## config.mk

```make
export PLATFORM = sky130hd
export DESIGN_NAME = ioReportTrigger
export DESIGN_NICKNAME = d
export VERILOG_FILES = /design/src/rtl/ioTrigPkg.sv /design/src/rtl/ioTrigDatapath.sv /design/src/rtl/ioTrigCtrl.sv /design/src/rtl/ioReportTrigger.sv
export SDC_FILE = /design/constraint.sdc
export NUM_CORES = 1
export LEC_CHECK = 0
export BUFFER_PORTS_ARGS = -buffer_cell sky130_fd_sc_hd__buf_2
export CORE_MARGIN = 4
export CORE_UTILIZATION = 45
export DETAILED_ROUTE_END_ITERATION = 10
export PLACE_DENSITY_LB_ADDON = 0.15
export SETUP_SLACK_MARGIN = 0.3
export SYNTH_ARGS = -nofsm -noshare
export SYNTH_HDL_FRONTEND = slang
export SYNTH_SLANG_ARGS = --single-unit
```

## constraint.sdc

```tcl
create_clock -name clk -period 2.2 [get_ports clk]
set_clock_uncertainty 0.15 [all_clocks]
set_input_delay 0.11 -clock clk [delete_from_list [all_inputs] [get_ports clk]]
set_output_delay 0.11 -clock clk [all_outputs]
set_load 0.02 [all_outputs]
```

## src/rtl/ioTrigPkg.sv

```systemverilog
package ioTrigPkg;

  // Strobes from control to datapath
  typedef struct packed {
    logic sample;   // conversion results valid, compare and capture now
  } ctrlStb_t;

endpackage

```

## src/rtl/ioTrigDatapath.sv

```systemverilog
module ioTrigDatapath
  import ioTrigPkg::*;
#(
  parameter int ADC_W  = 10,
  parameter int N_ADC  = 3,
  parameter int N_GPIO = 4,
  localparam int MASK_W = N_ADC + 1 + N_GPIO,
  localparam int VEC_W  = N_ADC * ADC_W
) (
  input  logic              clk,
  input  logic              rstN,
  input  ctrlStb_t          stb,
  input  logic [VEC_W-1:0]  adcVal,
  input  logic [VEC_W-1:0]  adcLo,
  input  logic [VEC_W-1:0]  adcHi,
  input  logic [N_GPIO-1:0] gpioIn,
  input  logic              periodicTick,
  output logic [MASK_W-1:0] hitVec,
  output logic [1:0]        gpioSnap
);

  logic [N_GPIO-1:0] gSync1, gSync2, gPrev, gpioHit;
  logic [N_ADC-1:0]  adcHit, armed;
  logic              perHit;

  // GPIO synchroniser and change detector
  always_ff @(posedge clk or negedge rstN) begin
    if (!rstN) begin
      gSync1  <= '0;
      gSync2  <= '0;
      gPrev   <= '0;
      gpioHit <= '0;
    end else begin
      gSync1  <= gpioIn;
      gSync2  <= gSync1;
      gPrev   <= gSync2;
      gpioHit <= gSync2 ^ gPrev;
    end
  end

  // Periodic tick and snapshot of GPIO3/GPIO2
  always_ff @(posedge clk or negedge rstN) begin
    if (!rstN) begin
      perHit   <= 1'b0;
      gpioSnap <= '0;
    end else begin
      perHit <= periodicTick;
      if (stb.sample) gpioSnap <= gSync2[3:2];
    end
  end

  // Per-channel window compare with arm/disarm state
  for (genvar c = 0; c < N_ADC; c++) begin : gChan
    logic [ADC_W-1:0] val, lo, hi;
    logic             outside;

    assign val     = adcVal[c*ADC_W +: ADC_W];
    assign lo      = adcLo[c*ADC_W +: ADC_W];
    assign hi      = adcHi[c*ADC_W +: ADC_W];
    assign outside = (val < lo) || (val > hi);

    always_ff @(posedge clk or negedge rstN) begin
      if (!rstN) begin
        armed[c]  <= 1'b1;
        adcHit[c] <= 1'b0;
      end else if (stb.sample) begin
        armed[c]  <= !outside;
        adcHit[c] <= outside && armed[c];
      end else begin
        adcHit[c] <= 1'b0;
      end
    end

    // a channel cannot fire on two samples in a row
    a_r4_no_refire: assert property (@(posedge clk) disable iff (!rstN)
      adcHit[c] |=> !adcHit[c]);
  end

  assign hitVec = {adcHit, perHit, gpioHit};

  // snapshot follows the synchronised pins at each sample
  a_r11_snap: assert property (@(posedge clk) disable iff (!rstN)
    stb.sample |=> gpioSnap == $past(gSync2[3:2]));

endmodule

```

## src/rtl/ioTrigCtrl.sv

```systemverilog
module ioTrigCtrl
  import ioTrigPkg::*;
#(
  parameter int CNT_W     = 8,
  parameter int DEF_INTVL = 10,
  parameter int MASK_W    = 8
) (
  input  logic              clk,
  input  logic              rstN,
  input  logic              timeTick,
  input  logic [CNT_W-1:0]  sampleIntvl,
  input  logic [MASK_W-1:0] trigMask,
  input  logic              baseRole,
  input  logic              reportAck,
  input  logic [MASK_W-1:0] hitVec,
  output ctrlStb_t          stb,
  output logic              adcReadStb,
  output logic              reportReq,
  output logic [MASK_W-1:0] causeVec
);

  logic [CNT_W-1:0]  tickCnt, intvlEff;
  logic [CNT_W:0]    nextCnt;
  logic [MASK_W-1:0] fireVec;

  assign intvlEff = (sampleIntvl == '0) ? CNT_W'(DEF_INTVL) : sampleIntvl;
  assign nextCnt  = {1'b0, tickCnt} + {{CNT_W{1'b0}}, 1'b1};

  // Sample interval timer
  always_ff @(posedge clk or negedge rstN) begin
    if (!rstN) begin
      tickCnt    <= '0;
      adcReadStb <= 1'b0;
    end else begin
      adcReadStb <= 1'b0;
      if (timeTick) begin
        if (nextCnt >= {1'b0, intvlEff}) begin
          tickCnt    <= '0;
          adcReadStb <= 1'b1;
        end else begin
          tickCnt <= nextCnt[CNT_W-1:0];
        end
      end
    end
  end

  assign stb.sample = adcReadStb;

  // Report decision and cause latch
  assign fireVec = hitVec & trigMask & {MASK_W{!baseRole}};

  always_ff @(posedge clk or negedge rstN) begin
    if (!rstN) begin
      reportReq <= 1'b0;
      causeVec  <= '0;
    end else begin
      reportReq <= |fireVec;
      causeVec  <= (reportAck ? '0 : causeVec) | fireVec;
    end
  end

  // a strobe always follows a timebase tick
  a_r1_strobe_tick: assert property (@(posedge clk) disable iff (!rstN)
    adcReadStb |-> $past(timeTick));
  // base station stays silent
  a_r10_base_quiet: assert property (@(posedge clk) disable iff (!rstN)
    baseRole |=> !reportReq);
  // a request always carries at least one cause
  a_r7_req_cause: assert property (@(posedge clk) disable iff (!rstN)
    reportReq |-> causeVec != '0);
  // after acknowledge only same-cycle hits remain
  a_r9_ack_clears: assert property (@(posedge clk) disable iff (!rstN)
    reportAck |=> (causeVec & ~$past(hitVec)) == '0);

endmodule

```

## src/rtl/ioReportTrigger.sv

```systemverilog
module ioReportTrigger
  import ioTrigPkg::*;
#(
  parameter int ADC_W     = 10,
  parameter int N_ADC     = 3,
  parameter int N_GPIO    = 4,
  parameter int CNT_W     = 8,
  parameter int DEF_INTVL = 10,
  localparam int MASK_W   = N_ADC + 1 + N_GPIO,
  localparam int VEC_W    = N_ADC * ADC_W
) (
  input  logic              clk,
  input  logic              rstN,
  input  logic              baseRole,
  input  logic              timeTick,
  input  logic [CNT_W-1:0]  sampleIntvl,
  input  logic [MASK_W-1:0] trigMask,
  input  logic [VEC_W-1:0]  adcVal,
  input  logic [VEC_W-1:0]  adcLo,
  input  logic [VEC_W-1:0]  adcHi,
  input  logic [N_GPIO-1:0] gpioIn,
  input  logic              periodicTick,
  input  logic              reportAck,
  output logic              adcReadStb,
  output logic              reportReq,
  output logic [MASK_W-1:0] causeVec,
  output logic [1:0]        gpioSnap
);

  ctrlStb_t          stb;
  logic [MASK_W-1:0] hitVec;

  ioTrigCtrl #(
    .CNT_W(CNT_W), .DEF_INTVL(DEF_INTVL), .MASK_W(MASK_W)
  ) uCtrl (
    .clk(clk), .rstN(rstN), .timeTick(timeTick), .sampleIntvl(sampleIntvl),
    .trigMask(trigMask), .baseRole(baseRole), .reportAck(reportAck),
    .hitVec(hitVec), .stb(stb), .adcReadStb(adcReadStb),
    .reportReq(reportReq), .causeVec(causeVec)
  );

  ioTrigDatapath #(
    .ADC_W(ADC_W), .N_ADC(N_ADC), .N_GPIO(N_GPIO)
  ) uDp (
    .clk(clk), .rstN(rstN), .stb(stb), .adcVal(adcVal), .adcLo(adcLo),
    .adcHi(adcHi), .gpioIn(gpioIn), .periodicTick(periodicTick),
    .hitVec(hitVec), .gpioSnap(gpioSnap)
  );

endmodule

```

==> flow_metrics.env <==
export IMPL_worst_path_max_fanout=5
export IMPL_violations="negative setup slack"
export IMPL_io_buffers=127
export IMPL_ys_warn_count=0
export IMPL_p_per_area_nw_per_um2=583
export IMPL_synth_xor_area_share_pct=2.68
export IMPL_layout_drive_gt1_share_pct=33.6
export IMPL_final_cell_mix="127 x buf_2, 82 x inv_1, 65 x ha_1, 40 x dfrtp_1, 29 x a21oi_1"
export IMPL_drcViolationCount=0
export IMPL_period_share_pct=110
export IMPL_synth_flop_cell="dfrtp_1"
export IMPL_final_core_util_pct=66.3
export IMPL_cp_required_ns=2.26
export IMPL_synth_seq_cells=43
export IMPL_fmax_mhz=413
export IMPL_cts_sinks=43
export IMPL_synth_compound_area_share_pct=16.3
export IMPL_ios=128
export IMPL_yosysUniqueCellTypes=34
export IMPL_hold_viol_final=0
export IMPL_nets=719
export IMPL_synth_cells=364
export IMPL_final_max_slew_viol_count=0
export IMPL_setup_ws_ns=-0.221
export IMPL_yosys_area_share_simple_pct=10.8
export IMPL_synth_mux_area_share_pct=2.03
export IMPL_crit_buf_inv=0
export IMPL_path_cells="ha_4 > and3_4 > xnor2_2 > ha_1 > nand4_1 > nor2_1 > a211oi_2 > o21ai_2 > or2_4 > mux2i_1"
export IMPL_p_total_w=0.00267
export IMPL_grt_antenna_before_repair=0
export IMPL_max_slew_margin_rel_pct=65.3
export IMPL_cts_buffers=5
export IMPL_track_usage_pct=18.1
export IMPL_cts_tree="built"
export IMPL_drt_wl_total_um=7820
export IMPL_setup_violations=9
export IMPL_cts_root_buf="clkbuf_8"
export IMPL_syn_nets=546
export IMPL_cpPeakStageDelay_ns=0.42
export IMPL_endpoint_kind="flip-flop"
export IMPL_insertion_delay_ns=0.29
export IMPL_layout_cells_non_filler=634
export IMPL_cts_htree_levels=2
export IMPL_worstPathArrival_ns=2.48
export IMPL_cp_top_family="simple AND/OR/NAND/NOR gates"
export IMPL_crit_slowest_cell="dfrtp_1"
export IMPL_ant_nets=0
export IMPL_clkSlewWorstSetupHoldPaths_ns=0.08
export IMPL_yosysSeqAreaShare_pct=33.1
export IMPL_grt_pass1_wl_um=12900
export IMPL_synth_top_family_by_area="adder cells"
export IMPL_worst_hold_path_type="in2reg"
export IMPL_critPathLaunchType="flip-flop"
export IMPL_cts_buffer_depth=2
export IMPL_wl_per_cell_um=12.3
export IMPL_grt_pass1_vias=3103
export IMPL_rows=30
export IMPL_syn_avg_cell_area_sq_um=8.97
export IMPL_run_status="complete, but fails checks"
export IMPL_grt_max_degree=44
export IMPL_drv_cap=0
export IMPL_critical_path_class="reg2reg"
export IMPL_synth_edf_count=0
export IMPL_overflow=0
export IMPL_dp_hpwl_um=6120
export IMPL_dpl_cell_count=599
export IMPL_gp_congestion=0.871
export IMPL_area_growth_syn_to_layout_pct=40.1
export IMPL_async_flop_share_pct=100
export IMPL_drtIter0Drc=55
export IMPL_via_per_inst=4.82
export IMPL_tightest_slew_ns=0.520
export IMPL_syn_area_sq_um=3270
export IMPL_irDropWorstVdd_v=0.000399
export IMPL_dr_total_vias=3054
export IMPL_final_common_cell="buf_2"
export IMPL_fp_coreArea_sq_um=6910
export IMPL_die_x_um=93.2
export IMPL_setup_tns_ns=-1.42
export IMPL_synthAdderAreaFrac_pct=25.3
export IMPL_diodes=0
export IMPL_dieArea_sq_um=8680
export IMPL_start_util_pct=47.3
export IMPL_leakagePower_nw=2.63
export IMPL_period_needed_ns=2.42
export IMPL_die_y_um=93.2
export IMPL_detail_route_first_pass_iterations=4
export IMPL_rsz0062_at_grt="yes"
## cells in the mapped netlist (all sizes together) (7+ instances only)
cell,n,area (sq um)
nand4,11,68.8
nand2b,10,70.1
nand2,21,78.8
nand3,7,35.0
a21o,13,97.6
o21ai,17,88.8
inv,82,308
o22ai,9,56.3
a21oi,29,145
nor2,10,37.5
ha,66,826
dfrtp,40,1000
## area by class of cell
class	count	area (sq um)
flip-flops and latches	43	1080
clock buffers	6	72.6
repair buffers	170	1020
inverters	82	308
well taps	96	120
clock inverters	2	12.5
multi-input cells	235	1960
fillers	598	2330
## metrics by stage
step / hold WS (ns) / worst slack, ns / area (sq um)
3_5_place_dp: 0.0591 / -0.263 / 4160
5_1_grt: 0.0323 / -0.332 / 4580
2_1_floorplan: -0.336 / -0.113 / 3300
3_3_place_gp: 0.0589 / -0.169 / 4160
6_report: 0.0256 / -0.221 / 4580
4_1_cts: 0.00267 / -0.175 / 4540
## repair_timing
action,CTS,global route
pin swaps,12,7
buffers inserted,4,0
endpoints found under the hold margin,54,0
resized for setup,7,6
hold buffers,23,0
setup endpoints to repair,9,9
gates cloned,0,0
## power breakdown
part,switching [W],leakage [nW],internal [W]
registers,0.0000990,0.531,0.000942
logic,0.000547,2.06,0.000600
clock network,0.000259,0.0412,0.000222
## flip-flops by register name (all words and copies together) (netlist names)
register / flops
uDp.gPrev: 4
uDp.gSync2: 4
uCtrl.adcReadStb: 1
uDp.armed: 3
uDp.hitVec: 3
uDp.gSync1: 4
uCtrl.causeVec: 8
uDp.gpioHit: 4
uDp.perHit: 1
uCtrl.reportReq: 1
uDp.gpioSnap: 2
uCtrl.tickCnt: 8
## logic make-up (layout without fill, tap and decap cells)
| logic type | Yosys count | count (layout) |
|---|---|---|
| AOI/OAI and AO/OA | 85 | 85 |
| DFF | 43 | 43 |
| and+or+nand+nor | 68 | 68 |
| xor gates and xnor gates | 10 | 10 |
| muxes | 6 | 6 |
| buffers and inverters | 86 | 260 |
| adders and majority gates | 66 | 66 |
## metal layers
metal | GRT usage [%] | part of all wire, % | vias to the layer above | routed length, um
li1 | - | - | 1590 | -
met1 | 21.5 | 41 | 1363 | 3220
met2 | 33.5 | 51 | 92 | 4010
met3 | 2.98 | 6.2 | 9 | 481
met4 | 5.01 | 1.3 | 0 | 99
met5 | 0 | 0 | - | 0
## worst reg2reg max path, stage by stage, from the launching register on
cell and delay (ns):
dfrtp_1 0.42, ha_4 0.20, and3_4 0.18, xnor2_2 0.13
ha_1 0.29, nand4_1 0.10, nor2_1 0.06, a211oi_2 0.26
o21ai_2 0.13, or2_4 0.29, mux2i_1 0.14
## path summary, 6_finish.rpt
path,slack (ns),cells past startpoint,start,endpoint
max in group asynchronous,1.24,3,rstN,uDp.armed[1]
max,-0.22,10,uCtrl.tickCnt[1],uCtrl.tickCnt[0]
min in group asynchronous,0.28,3,rstN,uCtrl.causeVec[3]
min reg2reg,0.20,0,uDp.gSync1[2],uDp.gSync2[2]
min,0.03,2,timeTick,uCtrl.tickCnt[6]
max reg2reg,-0.22,10,uCtrl.tickCnt[1],uCtrl.tickCnt[0]
(Power assumes the default switching activity.)
